### config.mk
export PLATFORM = sky130hd
export DESIGN_NAME = cfg_par_loader
export DESIGN_NICKNAME = d
export VERILOG_FILES = /design/src/rtl/cfgl_pkg.sv /design/src/rtl/cfgl_interval.sv /design/src/rtl/cfgl_watchdog.sv /design/src/rtl/cfg_par_loader.sv
export SDC_FILE = /design/constraint.sdc
export NUM_CORES = 1
export LEC_CHECK = 0
export CORE_MARGIN = 4
export CORE_UTILIZATION = 55
export DETAILED_ROUTE_END_ITERATION = 7
export PLACE_DENSITY = 0.8
export REMOVE_ABC_BUFFERS = 1
export SYNTH_ARGS = -nofsm -noshare
export SYNTH_HDL_FRONTEND = slang
export SYNTH_SLANG_ARGS = --single-unit
### constraint.sdc
create_clock -name clk -period 3.1 [get_ports clk]
set_input_delay 0.465 -clock clk [delete_from_list [all_inputs] [get_ports clk]]
set_output_delay 0.465 -clock clk [all_outputs]
set_load 0.05 [all_outputs]
### src/rtl/cfgl_pkg.sv
package cfgl_pkg;
  typedef enum logic [3:0] {
    ST_IDLE,
    ST_PROG,
    ST_WAIT_RDY,
    ST_FEED,
    ST_LO,
    ST_HI,
    ST_REL_CS,
    ST_DONE_CHK,
    ST_FAIL
  } cfgl_state_e;

  // code values appear on tmo_o
  typedef enum logic [1:0] {
    WK_NONE  = 2'd0,
    WK_READY = 2'd1,
    WK_BUSY  = 2'd2,
    WK_DONE  = 2'd3
  } cfgl_wait_e;

  typedef enum logic [1:0] {
    PP_DATA,
    PP_BUSY,
    PP_DONE
  } cfgl_pulse_e;
endpackage

### src/rtl/cfgl_interval.sv
// Down-counter that times a program pulse or one configuration clock phase.
module cfgl_interval #(
  parameter int LEN_W = 4
) (
  input  logic             clk,
  input  logic             rst_n,
  input  logic             load_i,
  input  logic [LEN_W-1:0] len_i,
  output logic             expire_o
);
  logic [LEN_W-1:0] cnt_q;

  always_ff @(posedge clk or negedge rst_n) begin
    if (!rst_n) begin
      cnt_q <= '0;
    end else if (load_i) begin
      cnt_q <= len_i - LEN_W'(1);
    end else if (cnt_q != '0) begin
      cnt_q <= cnt_q - LEN_W'(1);
    end
  end

  assign expire_o = (cnt_q == '0);

  AST_IV_LOAD_NOT_DONE: assert property (@(posedge clk) disable iff (!rst_n)
    (load_i && len_i > LEN_W'(1)) |=> !expire_o);
endmodule

### src/rtl/cfgl_watchdog.sv
// Saturating cycle counter that bounds one wait phase.
module cfgl_watchdog #(
  parameter int LIMIT = 1000
) (
  input  logic clk,
  input  logic rst_n,
  input  logic restart_i,
  input  logic run_i,
  output logic expired_o
);
  localparam int W = $clog2(LIMIT + 1);
  logic [W-1:0] cnt_q;

  always_ff @(posedge clk or negedge rst_n) begin
    if (!rst_n) begin
      cnt_q <= '0;
    end else if (restart_i) begin
      cnt_q <= '0;
    end else if (run_i && !expired_o) begin
      cnt_q <= cnt_q + W'(1);
    end
  end

  assign expired_o = (cnt_q == W'(LIMIT));

  AST_WD_SATURATES: assert property (@(posedge clk) disable iff (!rst_n)
    (expired_o && !restart_i) |=> expired_o);
  AST_WD_RESTART_CLEARS: assert property (@(posedge clk) disable iff (!rst_n)
    restart_i |=> !expired_o);
endmodule

### src/rtl/cfg_par_loader.sv
module cfg_par_loader
  import cfgl_pkg::*;
#(
  parameter int CNT_W       = 16,
  parameter int DATA_W      = 8,
  parameter int PHASE_CYC   = 1,
  parameter int SETTLE_CYC  = 16,
  parameter int TIMEOUT_CYC = 1000000,
  parameter bit BUSY_CHECK  = 1'b1
) (
  input  logic              clk,
  input  logic              rst_n,
  input  logic              start_i,
  input  logic [CNT_W-1:0]  byte_count_i,
  input  logic              s_valid_i,
  input  logic [DATA_W-1:0] s_data_i,
  output logic              s_ready_o,
  output logic              prog_o,
  output logic              cs_o,
  output logic              wr_o,
  output logic              cclk_o,
  output logic [DATA_W-1:0] d_o,
  input  logic              init_i,
  input  logic              busy_i,
  input  logic              done_i,
  output logic              done_o,
  output logic              fail_o,
  output logic [1:0]        tmo_o,
  output logic              abort_o
);
  localparam int MAX_LEN = (PHASE_CYC > SETTLE_CYC) ? PHASE_CYC : SETTLE_CYC;
  localparam int LEN_W   = $clog2(MAX_LEN + 1);

  cfgl_state_e state_q, state_d;
  cfgl_pulse_e pulse_q, pulse_d;
  cfgl_wait_e  wait_q, wait_d, tmo_q, tmo_d;
  logic [CNT_W-1:0]  left_q, left_d;
  logic [DATA_W-1:0] data_q, data_d;
  logic cs_q, cs_d, wr_q, wr_d, done_q, done_d, fail_q, fail_d;
  logic iv_load, iv_expire, wd_restart, wd_expired, busy_seen;
  logic [LEN_W-1:0] iv_len;

  generate
    if (BUSY_CHECK) begin : g_busy
      assign busy_seen = busy_i;
    end else begin : g_nobusy
      assign busy_seen = 1'b0;
    end
  endgenerate

  cfgl_interval #(.LEN_W(LEN_W)) u_interval (
    .clk      (clk),
    .rst_n    (rst_n),
    .load_i   (iv_load),
    .len_i    (iv_len),
    .expire_o (iv_expire)
  );

  cfgl_watchdog #(.LIMIT(TIMEOUT_CYC)) u_watchdog (
    .clk       (clk),
    .rst_n     (rst_n),
    .restart_i (wd_restart),
    .run_i     (wait_q != WK_NONE),
    .expired_o (wd_expired)
  );

  always_comb begin
    state_d    = state_q;
    pulse_d    = pulse_q;
    wait_d     = wait_q;
    tmo_d      = tmo_q;
    left_d     = left_q;
    data_d     = data_q;
    cs_d       = cs_q;
    wr_d       = wr_q;
    done_d     = done_q;
    fail_d     = fail_q;
    iv_load    = 1'b0;
    iv_len     = LEN_W'(PHASE_CYC);
    wd_restart = 1'b0;
    case (state_q)
      ST_IDLE: begin
        if (start_i) begin
          state_d = ST_PROG;
          iv_load = 1'b1;
          iv_len  = LEN_W'(SETTLE_CYC);
          left_d  = byte_count_i;
          done_d  = 1'b0;
          fail_d  = 1'b0;
          tmo_d   = WK_NONE;
        end
      end
      ST_PROG: begin
        if (iv_expire) begin
          state_d    = ST_WAIT_RDY;
          wait_d     = WK_READY;
          wd_restart = 1'b1;
        end
      end
      ST_WAIT_RDY: begin
        if (init_i && !busy_i) begin
          if (left_q == '0) begin
            state_d    = ST_DONE_CHK;
            wait_d     = WK_DONE;
            wd_restart = 1'b1;
          end else begin
            state_d = ST_FEED;
            wait_d  = WK_NONE;
            cs_d    = 1'b1;
            wr_d    = 1'b1;
          end
        end else if (wd_expired) begin
          state_d = ST_FAIL;
          tmo_d   = wait_q;
          wait_d  = WK_NONE;
          cs_d    = 1'b0;
        end
      end
      ST_FEED: begin
        if (s_valid_i) begin
          data_d  = s_data_i;
          left_d  = left_q - CNT_W'(1);
          pulse_d = PP_DATA;
          state_d = ST_LO;
          iv_load = 1'b1;
        end
      end
      ST_LO: begin
        if (iv_expire) begin
          state_d = ST_HI;
          iv_load = 1'b1;
        end
      end
      ST_HI: begin
        if (iv_expire) begin
          case (pulse_q)
            PP_DATA: begin
              if (busy_seen) begin
                pulse_d    = PP_BUSY;
                wait_d     = WK_BUSY;
                wd_restart = 1'b1;
                state_d    = ST_LO;
                iv_load    = 1'b1;
              end else if (left_q == '0) begin
                state_d = ST_REL_CS;
                cs_d    = 1'b0;
              end else begin
                state_d = ST_FEED;
              end
            end
            PP_BUSY: begin
              if (wd_expired) begin
                state_d = ST_FAIL;
                tmo_d   = wait_q;
                wait_d  = WK_NONE;
                cs_d    = 1'b0;
              end else if (busy_seen) begin
                state_d = ST_LO;
                iv_load = 1'b1;
              end else begin
                wait_d = WK_NONE;
                if (left_q == '0) begin
                  state_d = ST_REL_CS;
                  cs_d    = 1'b0;
                end else begin
                  state_d = ST_FEED;
                end
              end
            end
            default: state_d = ST_DONE_CHK;
          endcase
        end
      end
      ST_REL_CS: begin
        wr_d       = 1'b0;
        state_d    = ST_DONE_CHK;
        wait_d     = WK_DONE;
        wd_restart = 1'b1;
      end
      ST_DONE_CHK: begin
        if (done_i) begin
          done_d  = 1'b1;
          wait_d  = WK_NONE;
          state_d = ST_IDLE;
        end else if (wd_expired) begin
          state_d = ST_FAIL;
          tmo_d   = wait_q;
          wait_d  = WK_NONE;
          cs_d    = 1'b0;
        end else begin
          pulse_d = PP_DONE;
          state_d = ST_LO;
          iv_load = 1'b1;
        end
      end
      ST_FAIL: begin
        wr_d    = 1'b0;
        fail_d  = 1'b1;
        state_d = ST_IDLE;
      end
      default: state_d = ST_IDLE;
    endcase
  end

  always_ff @(posedge clk or negedge rst_n) begin
    if (!rst_n) begin
      state_q <= ST_IDLE;
      pulse_q <= PP_DATA;
      wait_q  <= WK_NONE;
      tmo_q   <= WK_NONE;
      left_q  <= '0;
      data_q  <= '0;
      cs_q    <= 1'b0;
      wr_q    <= 1'b0;
      done_q  <= 1'b0;
      fail_q  <= 1'b0;
    end else begin
      state_q <= state_d;
      pulse_q <= pulse_d;
      wait_q  <= wait_d;
      tmo_q   <= tmo_d;
      left_q  <= left_d;
      data_q  <= data_d;
      cs_q    <= cs_d;
      wr_q    <= wr_d;
      done_q  <= done_d;
      fail_q  <= fail_d;
    end
  end

  assign s_ready_o = (state_q == ST_FEED);
  assign prog_o    = (state_q == ST_PROG);
  assign cclk_o    = (state_q != ST_LO);
  assign abort_o   = (state_q == ST_FAIL);
  assign cs_o      = cs_q;
  assign wr_o      = wr_q;
  assign d_o       = data_q;
  assign done_o    = done_q;
  assign fail_o    = fail_q;
  assign tmo_o     = tmo_q;

  AST_READY_IN_PORT_PHASE: assert property (@(posedge clk) disable iff (!rst_n)
    s_ready_o |-> (cs_o && wr_o && cclk_o));
  AST_PROG_PORT_QUIET: assert property (@(posedge clk) disable iff (!rst_n)
    prog_o |-> (!cs_o && !wr_o && cclk_o && !s_ready_o));
  AST_DATA_STABLE_LOW: assert property (@(posedge clk) disable iff (!rst_n)
    (!cclk_o && $past(!cclk_o)) |-> $stable(d_o));
  AST_CS_BEFORE_WR: assert property (@(posedge clk) disable iff (!rst_n)
    $fell(wr_o) |-> (!cs_o && $past(!cs_o)));
  AST_ABORT_ONE_CYCLE: assert property (@(posedge clk) disable iff (!rst_n)
    abort_o |=> (!abort_o && fail_o && !cs_o && !wr_o));
  AST_DONE_FAIL_EXCL: assert property (@(posedge clk) disable iff (!rst_n)
    !(done_o && fail_o));
endmodule

* Yosys cells after proc, flatten, opt, wreduce, memory -nomap -nowiden *
Cells that the tools add are included.

cells by class
  $add $sub $neg = 4
  equality and inequality tests = 30
  mux-type cells = 80
  reduce and logical (&&, ||, !) cells = 31

operator list
  cell                   number
  $mux 2                 21
  $mux 20                2
  $mux 4                 10
  $mux 16                2
  $pmux 16 s2            1
  $pmux 4 s8             1
  $ne 2x2->1 const B     12
  $mux 1                 23
  $add 20x1->20 const B  1
  $eq 20x20->1 const B   1
  $mux 5                 4
  $reduce_and 6->1       3
  $eq 4x3->1 const B     4
  $logic_not 16->1       1
  $sub 16x1->16 const B  1
  $reduce_bool 2->1      7
  $pmux 1 s2             5
  $pmux 2 s5             1
  $reduce_bool 5->1      2
  $sub 5x1->5 const B    2
  $mux 3                 3
  $reduce_and 3->1       3
  $eq 4x2->1 const B     2
  $ne 4x3->1 const B     2
  other kinds (24)       31

word-level totals
  flip-flop bits (word level) = 63
  input port bits = 31
  output and inout bits = 18
  logic and storage cells = 157

* Logic depth before layout (Yosys ltp) *
  depth in word-level cells = 7
  depth in mapped cells = 11

* By module *
From an unflattened synthesis, not the netlist that was laid out.

unflattened totals
  cell total of the unflattened synthesis = 424
  area total of the unflattened synthesis = 3843.7 sq um

by module, submodules not included
  module          instances  cells an instance  area an instance (sq um)  seq. area each (sq um)
  cfg_par_loader  1          283                2424.8                    950.9
  cfgl_watchdog   1          112                1082.3                    500.5
  cfgl_interval   1          29                 336.6                     125.1

* Worst setup path after synthesis *
Ideal clock, no wire load.

  kind = reg-to-reg
  start point = register state_q[3]
  end point = register u_interval.cnt_q[4]
  arrival time = 2.359 ns
  required time = 2.980 ns
  setup slack = 0.621 ns
  stages on the path, launching flop included = 11
  clock period less this slack = 2.479 ns
  path through = dfrtp_1 nand2b_1 clkbuf_1 or3_1 a2bb2oi_2 nor2_1 nand2_1 ha_1 inv_1 o31a_1 o211a_1

on the way
  longest elaborated chain between the ends = 4
  elaborated cells on any way between the ends = 10

RTL lines
  item                    line                   source
  from (decl)             cfg_par_loader.sv:34   cfgl_state_e state_q, state_d;
  from (signal assigned)  cfg_par_loader.sv:218  state_q <= state_d;
  $logic_not 4->1         cfg_par_loader.sv:81   case (state_q)
  $mux 5                  cfg_par_loader.sv:81
  $sub 5x1->5             cfgl_interval.sv:17    cnt_q <= len_i - LEN_W'(1);
  $mux 5                  cfgl_interval.sv:16    end else if (load_i) begin
  to (signal assigned)    cfgl_interval.sv:17
  to (signal assigned)    cfgl_interval.sv:19    cnt_q <= cnt_q - LEN_W'(1);
  to (decl)               cfgl_interval.sv:11    logic [LEN_W-1:0] cnt_q;

Several ways; a longest one is shown, not always the timed one.
A chain may end at the register's enable or synchronous reset.

* Worst setup path in the final report *
  start point = register state_q[3]
  end point = output prog_o

on the way
  longest elaborated chain between the ends = 1

RTL lines
  item        line                   source
  $eq 4x1->1  cfg_par_loader.sv:232  assign prog_o = (state_q == ST_PROG);
  to (decl)   cfg_par_loader.sv:18   output logic prog_o,

Every way passes these cells.

==> reports/metrics.cfg <==
[route]
post_drt_wl_per_cell_um=16.4
ant_nets=0
wl_met3_um=679
routed.top_layer=met4
wl_met1_um=4100
drt-initial-drc-count=353
route.met2.wl_um=4370
drc_errors=0
dr.pass1.iters=5
routed-via-count=3516
viasPerCell=6.17
routed_wl_um=9340

[hold_path]
hp-class=in2async

[clock_network]
cts_resized=0
cts_tree=done
cts_buffers=9
ctsHoldBuffers=0
clkTransAtPathRegs_ns=0.07
clk_root_buffer_cell=clkbuf_8
cts_max_level=3
post_cts_buffers=0
clock_latency_ns=0.35
cts.path.max_buffers=2
cts.sinks=63

[cells_and_area]
insertedDiodeCount=0
area_growth_pct=22.0
fin_nets=524
layout_commonest_cell=dfrtp_1
layout-drive-gt1-share_pct=10.5
final_cell_mix=dfrtp_1, nor2_1, clkdlybuf4s50_1

[place]
finalWeightedCongestion=0.965
portBuffers=48
place_hpwl_um=6820

[logic_synthesis]
synth-xor-area-share_pct=4.46
ys_seq_area_share_pct=42.3
yosys.cell_types.count=65
netlist_area_mm2=0.00373
synth_warnings=0
avgSynthCellArea_um2=8.58
yosys.area_share.simple_pct=26.1
syn_inst=435
synth_compound_area_share_pct=18.1
synth_mux_area_share_pct=3.29
synthArstFlopShare_pct=100
synth_edf_count=0
synth_top_family_by_area=simple AND/OR/NAND/NOR gates
synthFlopType=dfrtp_1
ys_ff_latch=63
synth_fa_ha_area_share_pct=1.34

[floorplanning]
die_w_um=90.4
boundaryPins=49
fp-row-count=29
die_area_mm2=0.00817
initial_core_util_pct=57.8
core_mm2=0.00646
dieHeight_um=90.4

[global_route]
gr-total-overflow=0
grt_usage_pct=23.3
grt_pass1_wl_um=15400
antenna_found_initial=0
grt_pass1_vias=3260
grt_max_degree=32

[power]
ir_drop_v=0.000662
total_leakage_power_nw=1.92
power_switching_mw=2.03
seqPwrFrac_pct=34.2
power_frac_clock_pct=18.2
combinationalPowerShare_pct=47.7
powerDensity_mw_per_mm2=1010
p_int_mw=2.58
switching_share_pct=44.1

[worst_setup_path]
reg2reg_slack_ns=0.33
reg2reg_depth=10
worstSetupStartpointType=flop
crit_arrival_ns=2.34
cp-end-kind=output pin
cp_max_fo=8
r2r-end=u_interval.cnt_q[4]
crit_type=reg2out
r2r_start=u_watchdog.cnt_q[15]
cp.required_ns=2.63
crit_start=state_q[3]

[timing]
timing.fmax_ghz=0.356
timing.final.crit_period_ns=2.81
hold_viol=0
hold_ws_ns=0.163
rsz0062_at_grt=no
worst_slew_pin_slew_ns=0.841
fin_setup_tns_ns=0
skew_ns=0.00894
relSlewSlack_pct=43.9
drv_slew=0
finalCritPeriodShare_pct=90.6
finalSetupViolations=0

[job]
drv_cap=0

[run_status]
status=complete, no violations

cells in the mapped netlist (4+ instances only):
master	n	share of area, %
and3_1	12	2.0
dfrtp_1	63	42
xor2_1	13	3.1
nand2_1	35	3.5
xnor2_1	6	1.4
mux2_2	9	2.7
nor4_1	5	0.84
ha_1	4	1.3
nand4_1	4	0.67
a21oi_1	32	4.3
nor2_1	61	6.1
o21ai_1	4	0.54
o21ai_0	32	4.3
buf_2	6	0.80
nand3_1	23	3.1
nor3_1	17	2.3
nand2b_1	9	1.5
clkbuf_1	9	0.91
inv_1	21	2.1
state kept, by name (all words and copies together) (netlist names):
signal and count:
wait_q 2, done_o 1, cs_o 1, left_q 16, d_o 8, u_watchdog.cnt_q 20
u_interval.cnt_q 5, fail_o 1, pulse_q 2, wr_o 1, state_q 4, tmo_o 2
metal layers:
layer	vias to the layer above	track usage, %
met1	1697	32.4
met5	-	0
met2	143	34.8
met4	0	8.29
li1	1657	-
met3	19	6.50
worst max path at each step:
| stage | endpoint | cells after the start | slack [ns] |
|---|---|---|---|
| after floorplan | d_o[0] | 5 | 0.32 |
| after global placement | u_interval.cnt_q[4] | 10 | 0.45 |
| after detailed placement | u_interval.cnt_q[4] | 10 | 0.36 |
| after CTS | prog_o | 3 | 0.28 |
| after global routing | u_interval.cnt_q[4] | 10 | 0.17 |
| final | prog_o | 3 | 0.29 |
cells by family (layout without fill, tap and decap cells):
family                   after synthesis  after routing
AO/OA/AOI/OAI                        107            107
multiplexers                          11             11
buffers and inverters                 39             97
XOR/XNOR                              19             19
AND/OR/NAND/NOR                      192            192
adder cells (fa/ha/maj)                4              4
flip-flops                            63             63
through the flow:
step / utilization [%] / instance area [µm²] / power [mW] / worst slack [ns] / cells
2_1_floorplan: - / 3640 / 3.04 / 0.325 / 417
3_3_place_gp: 66.9 / 4320 / 3.67 / 0.448 / 555
3_5_place_dp: 66.9 / 4320 / 3.75 / 0.359 / 555
4_1_cts: 70.5 / 4550 / 4.60 / 0.277 / 570
5_1_grt: 70.5 / 4550 / 4.94 / 0.166 / 570
6_report: 70.5 / 4550 / 4.60 / 0.291 / 570
cell type report:
cell class	instances	area, µm²
fillers	520	1910
well taps	77	96.3
flip-flops and latches	63	1580
multi-input cells	333	1990
inverters	21	78.8
clock inverters	3	65.1
clock buffers	12	165
repair buffers	61	583
worst max-delay path: stages (launching register included):
cell and delay (ns):
dfrtp_1 0.47, or2_2 0.38, nor2_1 0.28, clkdlybuf4s50_1 0.87
power by group through the flow:
stage | sequential, mW | clock (mW) | combinational (mW)
after floorplan | 1.77 | 0 | 1.27
after global placement | 1.55 | 0 | 2.12
after detailed placement | 1.58 | 0 | 2.18
after CTS | 1.56 | 0.844 | 2.19
after global routing | 1.63 | 0.890 | 2.43
final | 1.57 | 0.836 | 2.19
(Power assumes the default switching activity.)
